`src/rtl/sctrap_pkg.sv`:
```
package sctrap_pkg;

  localparam int MSR_W = 64;

  // machine-state bit positions (bit 0 = least significant)
  localparam int B_SF   = 63;
  localparam int B_HV   = 60;
  localparam int B_RSV5 = 58;
  localparam int B_TM   = 32;
  localparam int B_VEC  = 25;
  localparam int B_VSX  = 23;
  localparam int B_EE   = 15;
  localparam int B_PR   = 14;
  localparam int B_FP   = 13;
  localparam int B_TE1  = 10;
  localparam int B_TE0  = 9;
  localparam int B_IR   = 5;
  localparam int B_DR   = 4;
  localparam int B_PMM  = 2;
  localparam int B_RI   = 1;
  localparam int B_LE   = 0;

  localparam logic [3:0] CAUSE_NONE      = 4'h0;
  localparam logic [3:0] CAUSE_RSVD_LEV  = 4'h1;
  localparam logic [3:0] CAUSE_HV_REJECT = 4'h2;

  // bits forced to zero on trap entry
  function automatic logic [MSR_W-1:0] entry_clear_mask();
    logic [MSR_W-1:0] m;
    m = '0;
    m[B_EE]   = 1'b1;
    m[B_PR]   = 1'b1;
    m[B_IR]   = 1'b1;
    m[B_DR]   = 1'b1;
    m[B_RI]   = 1'b1;
    m[B_TM]   = 1'b1;
    m[B_VEC]  = 1'b1;
    m[B_VSX]  = 1'b1;
    m[B_FP]   = 1'b1;
    m[B_PMM]  = 1'b1;
    m[B_RSV5] = 1'b1;
    m[B_TE1]  = 1'b1;
    m[B_TE0]  = 1'b1;
    return m;
  endfunction

  // bits forced to one on trap entry
  function automatic logic [MSR_W-1:0] entry_set_mask();
    logic [MSR_W-1:0] m;
    m = '0;
    m[B_SF] = 1'b1;
    m[B_LE] = 1'b1;
    return m;
  endfunction

  function automatic logic [MSR_W-1:0] entry_msr(input logic [MSR_W-1:0] old,
                                                 input logic            hv_enter);
    logic [MSR_W-1:0] n;
    n = (old & ~entry_clear_mask()) | entry_set_mask();
    if (hv_enter) n[B_HV] = 1'b1;
    return n;
  endfunction

endpackage

```
`src/rtl/sctrap_lev_decode.sv`:
```
module sctrap_lev_decode #(
  parameter int LEV_W     = 7,
  parameter bit HV_ACCEPT = 1'b1
) (
  input  logic [LEV_W-1:0] lev,
  output logic             take_trap,
  output logic             hv_enter,
  output logic             illegal,
  output logic [3:0]       cause
);
  import sctrap_pkg::*;

  logic lev_rsvd;
  logic lev_hv;

  assign lev_rsvd = (lev > LEV_W'(1));
  assign lev_hv   = (lev == LEV_W'(1));

  generate
    if (HV_ACCEPT) begin : g_hv_trap
      assign take_trap = !lev_rsvd;
      assign hv_enter  = lev_hv;
      assign illegal   = lev_rsvd;
      assign cause     = lev_rsvd ? CAUSE_RSVD_LEV : CAUSE_NONE;
    end else begin : g_hv_fault
      assign take_trap = !lev_rsvd && !lev_hv;
      assign hv_enter  = 1'b0;
      assign illegal   = lev_rsvd || lev_hv;
      assign cause     = lev_rsvd ? CAUSE_RSVD_LEV :
                         (lev_hv ? CAUSE_HV_REJECT : CAUSE_NONE);
    end
  endgenerate

endmodule

```
`src/rtl/sctrap_msr_form.sv`:
```
module sctrap_msr_form (
  input  logic [63:0] old_msr,
  input  logic        hv_enter,
  output logic [63:0] next_msr
);
  import sctrap_pkg::*;

  always_comb begin
    next_msr = entry_msr(old_msr, hv_enter);
  end

endmodule

```
`src/rtl/sctrap_commit.sv`:
```
module sctrap_commit #(
  parameter int          XLEN     = 64,
  parameter logic [XLEN-1:0] VEC_ADDR = XLEN'(64'hC00)
) (
  input  logic            clk,
  input  logic            rst_n,
  input  logic            do_trap,
  input  logic            do_fault,
  input  logic [3:0]      fault_cause,
  input  logic [XLEN-1:0] req_pc,
  input  logic [63:0]     req_msr,
  input  logic [63:0]     formed_msr,
  output logic            trap_q,
  output logic [XLEN-1:0] redir_q,
  output logic [63:0]     msr_q,
  output logic [XLEN-1:0] srr0_q,
  output logic [63:0]     srr1_q,
  output logic            fault_q,
  output logic [3:0]      cause_q,
  output logic [XLEN-1:0] fault_pc_q
);

  always_ff @(posedge clk) begin
    if (!rst_n) begin
      trap_q     <= 1'b0;
      redir_q    <= '0;
      msr_q      <= '0;
      srr0_q     <= '0;
      srr1_q     <= '0;
      fault_q    <= 1'b0;
      cause_q    <= '0;
      fault_pc_q <= '0;
    end else begin
      trap_q  <= do_trap;
      fault_q <= do_fault;
      if (do_trap) begin
        redir_q <= VEC_ADDR;
        msr_q   <= formed_msr;
        srr0_q  <= req_pc + XLEN'(4);
        srr1_q  <= req_msr;
      end
      if (do_fault) begin
        cause_q    <= fault_cause;
        fault_pc_q <= req_pc;
      end
    end
  end

endmodule

```
`src/rtl/sctrap_unit.sv`:
```
module sctrap_unit #(
  parameter int              XLEN       = 64,
  parameter int              LEV_W      = 7,
  parameter logic [XLEN-1:0] VEC_BASE   = '0,
  parameter logic [XLEN-1:0] VEC_OFFSET = XLEN'(64'hC00),
  parameter bit              HV_ACCEPT  = 1'b1
) (
  input  logic             clk,
  input  logic             rst_n,
  input  logic             sc_valid,
  input  logic [LEV_W-1:0] sc_lev,
  input  logic [XLEN-1:0]  sc_pc,
  input  logic [63:0]      cur_msr,
  input  logic [XLEN-1:0]  seq_pc,
  output logic [XLEN-1:0]  fetch_pc,
  output logic             trap_valid,
  output logic [XLEN-1:0]  redirect_pc,
  output logic [63:0]      new_msr,
  output logic [XLEN-1:0]  srr0,
  output logic [63:0]      srr1,
  output logic             excp_valid,
  output logic [3:0]       excp_cause,
  output logic [XLEN-1:0]  excp_pc
);

  localparam logic [XLEN-1:0] VEC_ADDR = VEC_BASE + VEC_OFFSET;

  // named internal events, observed by the checker
  logic       lev_take_w;
  logic       lev_hv_w;
  logic       lev_illegal_w;
  logic [3:0] lev_cause_w;
  logic       do_trap_w;
  logic       do_fault_w;
  logic [63:0] formed_msr_w;

  sctrap_lev_decode #(.LEV_W(LEV_W), .HV_ACCEPT(HV_ACCEPT)) dec_i (
    .lev       (sc_lev),
    .take_trap (lev_take_w),
    .hv_enter  (lev_hv_w),
    .illegal   (lev_illegal_w),
    .cause     (lev_cause_w)
  );

  sctrap_msr_form form_i (
    .old_msr  (cur_msr),
    .hv_enter (lev_hv_w),
    .next_msr (formed_msr_w)
  );

  assign do_trap_w  = sc_valid && lev_take_w;
  assign do_fault_w = sc_valid && lev_illegal_w;

  sctrap_commit #(.XLEN(XLEN), .VEC_ADDR(VEC_ADDR)) commit_i (
    .clk         (clk),
    .rst_n       (rst_n),
    .do_trap     (do_trap_w),
    .do_fault    (do_fault_w),
    .fault_cause (lev_cause_w),
    .req_pc      (sc_pc),
    .req_msr     (cur_msr),
    .formed_msr  (formed_msr_w),
    .trap_q      (trap_valid),
    .redir_q     (redirect_pc),
    .msr_q       (new_msr),
    .srr0_q      (srr0),
    .srr1_q      (srr1),
    .fault_q     (excp_valid),
    .cause_q     (excp_cause),
    .fault_pc_q  (excp_pc)
  );

  // redirect wins over sequential fetch
  assign fetch_pc = trap_valid ? redirect_pc : seq_pc;

endmodule

```
`config.mk`:
```
export PLATFORM = sky130hd
export DESIGN_NAME = sctrap_unit
export DESIGN_NICKNAME = d
export VERILOG_FILES = /design/src/rtl/sctrap_pkg.sv /design/src/rtl/sctrap_lev_decode.sv /design/src/rtl/sctrap_msr_form.sv /design/src/rtl/sctrap_commit.sv /design/src/rtl/sctrap_unit.sv
export SDC_FILE = /design/constraint.sdc
export NUM_CORES = 1
export LEC_CHECK = 0
export BUFFER_PORTS_ARGS = -buffer_cell sky130_fd_sc_hd__buf_4
export CORE_AREA = 4 4 227 229
export CTS_CLUSTER_SIZE = 20
export DETAILED_ROUTE_END_ITERATION = 6
export DIE_AREA = 0 0 231 233
export SYNTH_ARGS = -nofsm -noshare
export SYNTH_HDL_FRONTEND = slang
export SYNTH_SLANG_ARGS = --single-unit
```
`constraint.sdc`:
```
create_clock -name clk -period 5.7 [get_ports clk]
set_input_delay 0.855 -clock clk [delete_from_list [all_inputs] [get_ports clk]]
set_output_delay 0.855 -clock clk [all_outputs]
set_load 0.02 [all_outputs]
```
==> impl_metrics.yaml, run 1 <==
synthesis:
  synth_most_common_cell: "nand2_1"
  synth_area_um2: 9480
  synthFlopType: "dfxtp_1"
  synth_commonest_cells: "nand2_1 (293), dfxtp_1 (197), a21oi_1 (152), buf_4 (129), clkbuf_1 (72)"
  postSynthCellCount: 1239
  synth_area_leaders: "dfxtp_1 (42%), nand2_1 (12%), buf_4 (10%)"
  async_flop_share: 0
  synth_area_per_cell_um2: 7.65
  yosys_warnings: 0
  synth_cell_types: 40
  synth_area_leader_cell: "dfxtp_1"
  ys_ff_latch: 197
  synth_top_area_frac: 0.416
  yosysSeqAreaShare: 0.416
  synth_edf_count: 0
clock_tree:
  postCtsHoldBufs: 0
  clock_latency_ns: 0.48
  clkTransAtPathRegs_ns: 0.08
  cts.repair.resized: 0
  tritoncts: "yes"
  htree_levels: 4
  cts_sinks: 197
  clockRootBuffer: "clkbuf_16"
  cts_buffers: 17
  clock_path_buffers: 2
  postCtsSetupBuffers: 0
setup_path:
  crit_type: "reg -> out"
  cp_max_fo: 66
  arrival_ns: 2.09
  crit_required_ns: 4.85
  endpoint_kind: "output port"
  rr_worst_depth: 2
  cp-start-kind: "flop"
layout:
  post-route-util: 0.279
  fillers: 5406
  post_layout_nonfiller_instances: 2333
  area_growth_pct: 46.2
  antenna_cells: 0
  drive_gt1_frac: 0.340
  nNetsFinal: 1852
min_path:
  hold_class: "reg -> reg"
  hold_depth: 2
job:
  maxCapViolCount: 0
floorplanning:
  die-area_um2: 53800
  die_w_um: 231
  pin_count: 592
  start_util: 0.191
  die_h_um: 233
  core_area_um2: 49700
  rows: 82
grt:
  first_global_vias: 9269
  grtUsageTotal: 0.141
  grt_max_degree: 110
  antenna_found_initial: 0
  grt_first_pass_wirelength_um: 57500
  grt_overflow_total: 0
route:
  wire_per_inst_um: 17.3
  drt_iter0_markers: 544
  via_per_inst: 4.20
  route.detailed.drc: 0
  drt-pass1-iter-count: 5
  num_vias: 9809
  drt_wl_total_um: 40300
  antenna_left: 0
power_and_ir_drop:
  p_leak_nw: 5.92
  p_per_area_nw_per_um2: 227
  irDropWorstVdd_uv: 186
sta:
  slew_headroom: 0.161
  fmax_ghz: 0.339
  fin_crit_ns: 2.95
  hold_viol: 0
  fin_crit_sh: 0.517
  clock_skew_ns: 0
  finalMaxSlewViolations: 0
  setup_viol: 0
  tns_ns: 0
  max_slew.worst_pin.slew_ns: 1.25
  rsz0062_at_grt: "no"
outcome:
  status: "completed"
place:
  place_hpwl_um: 32000
  gp_congestion: 0.925
  dpl.cell_count: 2302
  port_buffers: 513
## layout by cell type (no fill, tap or decap), types with 4 or more instances in the layout
| master | count |
|---|---|
| conb_1 | 78 |
| a211oi_1 | 22 |
| xnor2_1 | 26 |
| nor2b_1 | 62 |
| o31ai_1 | 5 |
| o21ai_0 | 41 |
| and3_1 | 10 |
| a311oi_1 | 5 |
| nor4_1 | 16 |
| clkbuf_16 | 17 |
| and4_1 | 8 |
| a21oi_1 | 152 |
| nor2_1 | 44 |
| inv_1 | 10 |
| or4_1 | 18 |
| nand2_1 | 292 |
| a31oi_1 | 8 |
| inv_6 | 7 |
| nand4_1 | 17 |
| nand3_1 | 31 |
| xor2_1 | 13 |
| and2_1 | 4 |
| or3_1 | 7 |
| nor3_1 | 23 |
| buf_4 | 521 |
| dfxtp_1 | 196 |
## worst max-delay path: stages (launching register included)
cell and delay, ns:
dfxtp_2 1.09, nor2b_1 0.26, buf_4 0.25
## logic make-up (layout without fill, tap and decap cells)
family | count (synthesis) | after routing | synth area share
adders and majority gates | 1 | 1 | 0.00132
DFF | 197 | 197 | 0.416
muxes | 1 | 1 | 0.00106
AOI/OAI and AO/OA | 239 | 239 | 0.138
and+or+nand+nor | 542 | 542 | 0.268
buffers and inverters | 219 | 564 | 0.139
xor gates and xnor gates | 39 | 39 | 0.0360
other | 1 | 78 | 0.000395
## area by class of cell
class	instances	area [µm²]	area share
Timing Repair Buffer	522	3930	0.283
Inverter	11	46.3	0.00334
Multi-Input combinational cell	900	4540	0.327
Clock buffer	17	425	0.0307
Clock inverter	14	139	0.0100
Tap cell	672	841	0.0606
Sequential cell	197	3950	0.284
## sequential cells by signal, summed over array words and instances (netlist names)
signal               count
commit_i.trap_q          1
commit_i.srr1_q         64
commit_i.cause_q         1
commit_i.fault_q         1
commit_i.msr_q           2
commit_i.fault_pc_q     64
commit_i.srr0_q         64
## routing by layer
| metal | share of wire | track usage |
|---|---|---|
| met3 | 0.088 | 0.0501 |
| met1 | 0.41 | 0.173 |
| met2 | 0.48 | 0.229 |
| met5 | 0 | 0 |
| met4 | 0.019 | 0.0462 |
## metrics by stage
stage / worst slack (ns) / power, mW / hold slack [ns] / cell area [µm²]
after floorplan: 2.73 / 1.73 / 0.535 / 9770
after global placement: 2.40 / 1.96 / 0.444 / 13300
after detailed placement: 2.34 / 1.96 / 0.447 / 13300
after CTS: 2.72 / 3.21 / 0.459 / 13900
after global routing: 2.56 / 3.29 / 0.474 / 13900
final: 2.75 / 3.15 / 0.457 / 13900
## power by group
group	total, mW	switching, mW	internal (mW)
clock network	1.22	0.608	0.612
logic	0.506	0.301	0.205
registers	1.42	0.0180	1.41
## final timing paths
path	from	end	slack [ns]
max	commit_i.trap_q	fetch_pc[48]	2.75
min	commit_i.fault_pc_q[45]	commit_i.fault_pc_q[45]	0.46
max reg2reg	commit_i.srr0_q[58]	commit_i.srr0_q[58]	4.96
min reg2reg	commit_i.fault_pc_q[45]	commit_i.fault_pc_q[45]	0.46
(Power assumes the default switching activity.)
==> run 2: changes to the inputs <==
ABC_AREA = 1   (was not set)
CORE_AREA = 4 4 228 230   (was 4 4 227 229)
DIE_AREA = 0 0 232 234   (was 0 0 231 233)
clock period = 2.6 ns   (was 5.7 ns; I/O delays follow)
==> impl_metrics.yaml, run 2 <==
outcome:
  status: "completed"
synthesis:
  postSynthCellCount: 1583
  yosys_warnings: 0
  synth_commonest_cells: "nor2_1 (446), nand2_1 (213), dfxtp_1 (197), inv_1 (175), o21ai_0 (165)"
  synth_most_common_cell: "nor2_1"
  async_flop_share: 0
  synth_area_leader_cell: "dfxtp_1"
  synth_xor_area_frac: 0.0170
  synthSimpleGateAreaFrac: 0.293
  synth_cell_types: 30
  synth_area_um2: 10300
  synthFlopType: "dfxtp_1"
  synth_top_family_by_area: "simple AND/OR/NAND/NOR gates"
  synth_compound_area_frac: 0.120
  synth_edf_count: 0
  synth_area_per_cell_um2: 6.52
  synthAdderAreaFrac: 0.00121
  synth_top_area_frac: 0.382
  synthMuxAreaShare: 0
  synth_area_leaders: "dfxtp_1 (38%), nor2_1 (16%), buf_4 (9.4%)"
  yosysSeqAreaShare: 0.382
  ys_ff_latch: 197
clock_tree:
  cts.repair.resized: 0
  postCtsHoldBufs: 0
  postCtsSetupBuffers: 0
  cts_sinks: 197
  clkTransAtPathRegs_ns: 0.08
  tritoncts: "yes"
  clock_latency_ns: 0.48
  clock_path_buffers: 2
  htree_levels: 4
  clockRootBuffer: "clkbuf_16"
  cts_buffers: 17
grt:
  grt_first_pass_wirelength_um: 73200
  antenna_found_initial: 1
  grt_overflow_total: 0
  grt_max_degree: 157
  grtUsageTotal: 0.184
  first_global_vias: 10600
setup_path:
  worstReg2RegStart: "commit_i.srr0_q[51]"
  max_stage_delay_ns: 0.79
  cp-start-kind: "flop"
  crit-reg2reg-capture: "commit_i.srr0_q[51]"
  reg2reg_slack_ns: 1.85
  arrival_ns: 1.86
  crit_slowest_cell: "dfxtp_2"
  cp_max_fo: 38
  critPathCapture: "fetch_pc[4]"
  rr_worst_depth: 4
  crit_type: "reg -> out"
  crit_required_ns: 2.21
  critPathMostFrequentCell: "buf_4"
  endpoint_kind: "output port"
  path_cells: "buf_4 -> nor2_1 -> buf_4"
  crit_path_start: "commit_i.trap_q"
sta:
  rsz0062_at_grt: "no"
  fmax_ghz: 0.445
  hold_viol: 0
  finalMaxSlewViolations: 0
  slew_headroom: 0.501
  tns_ns: 0
  max_slew.worst_pin.slew_ns: 0.749
  clock_skew_ns: 0
  fin_crit_ns: 2.25
  setup_viol: 0
  hold_slack_ns: 0.104
  fin_crit_sh: 0.865
floorplanning:
  start_util: 0.207
  die-area_um2: 54300
  pin_count: 592
  core_area_um2: 49900
  rows: 82
  die_h_um: 234
  die_w_um: 232
route:
  route.detailed.drc: 0
  antenna_left: 0
  via_per_inst: 4.14
  drt_wl_total_um: 53000
  num_vias: 11200
  wire_per_inst_um: 19.7
  drt_iter0_markers: 672
  drt-pass1-iter-count: 5
power_and_ir_drop:
  p_leak_nw: 7.51
  irDropWorstVdd_uv: 412
  totalPowerFinal_mw: 7.10
  p_per_area_nw_per_um2: 479
place:
  port_buffers: 513
  place_hpwl_um: 43500
  placed_area_um2: 14200
  gp_congestion: 0.934
layout:
  drive_gt1_frac: 0.293
  nNetsFinal: 2214
  area_growth_pct: 43.4
  post-route-util: 0.297
  final_area_um2: 14800
  final_cell_mix: "buf_4 (525), nor2_1 (446), nand2_1 (213)"
  layout_commonest_cell: "buf_4"
  reg_top3: "commit_i.fault_pc_q (64), commit_i.srr0_q (64), commit_i.srr1_q (64)"
job:
  maxCapViolCount: 0
min_path:
  hold_class: "in -> reg"
-- run 2: cell types whose count changed in the layout (fill, tap and decap cells not counted), sizes merged, moves of 62 or more --
cell	delta
nand2	-67
nor2b	-62
o21ai	+139
a21oi	-105
inv	+164
nor2	+415
-- run 2: cells by family (layout without fill, tap and decap cells) --
kind of cell | count (synthesis) | count (layout)
AOI/OAI and AO/OA | 241 | 241
xor gates and xnor gates | 20 | 20
adders and majority gates | 1 | 1
buffers and inverters | 376 | 740
DFF | 197 | 197
and+or+nand+nor | 747 | 747
other | 1 | 80
-- run 2: final cells by class --
class | count | area, µm²
inverter | 178 | 674
timing repair buffer | 530 | 4040
fill | 5483 | 35000
tap | 672 | 841
antenna | 2 | 5.00
sequential | 197 | 3950
clock inverter | 14 | 120
clock buffer | 18 | 439
multi-input combinational | 1087 | 4750
-- run 2: through the flow --
stage	setup WS (ns)	instances
after floorplan	1.04	1660
after global routing	0.219	2696
after detailed placement	0.531	2664
after global placement	0.537	2664
final	0.350	2698
after CTS	0.285	2696
-- run 2: per-layer routing --
layer | vias to the layer above | track usage | routed length (µm)
li1 | 5535 | - | -
met1 | 5166 | 0.209 | 20700
met2 | 408 | 0.334 | 27100
met3 | 61 | 0.0498 | 3770
met4 | 2 | 0.0641 | 1380
met5 | - | 0 | 13
-- run 2: worst min-delay path by stage --
stage | from | to | slack (ns) | cells past startpoint
global placement | commit_i.fault_pc_q[23] | commit_i.fault_pc_q[23] | 0.47 | 2
detailed placement | commit_i.fault_pc_q[23] | commit_i.fault_pc_q[23] | 0.47 | 2
finish | sc_pc[2] | commit_i.srr0_q[2] | 0.10 | 2
floorplan | sc_pc[2] | commit_i.srr0_q[2] | 0.48 | 1
CTS | sc_pc[2] | commit_i.srr0_q[2] | 0.06 | 2
global route | sc_pc[2] | commit_i.srr0_q[2] | 0.09 | 2
-- run 2: critical path, delay by kind of cell (launching register included) --
kind	cells	cell delay, ns
DFF	1	0.79
buffers and inverters	2	0.47
and+or+nand+nor	1	0.09
-- run 2: power breakdown --
group	internal, mW	switching (mW)
logic	0.497	0.786
registers	3.10	0.0501
clock network	1.27	1.39
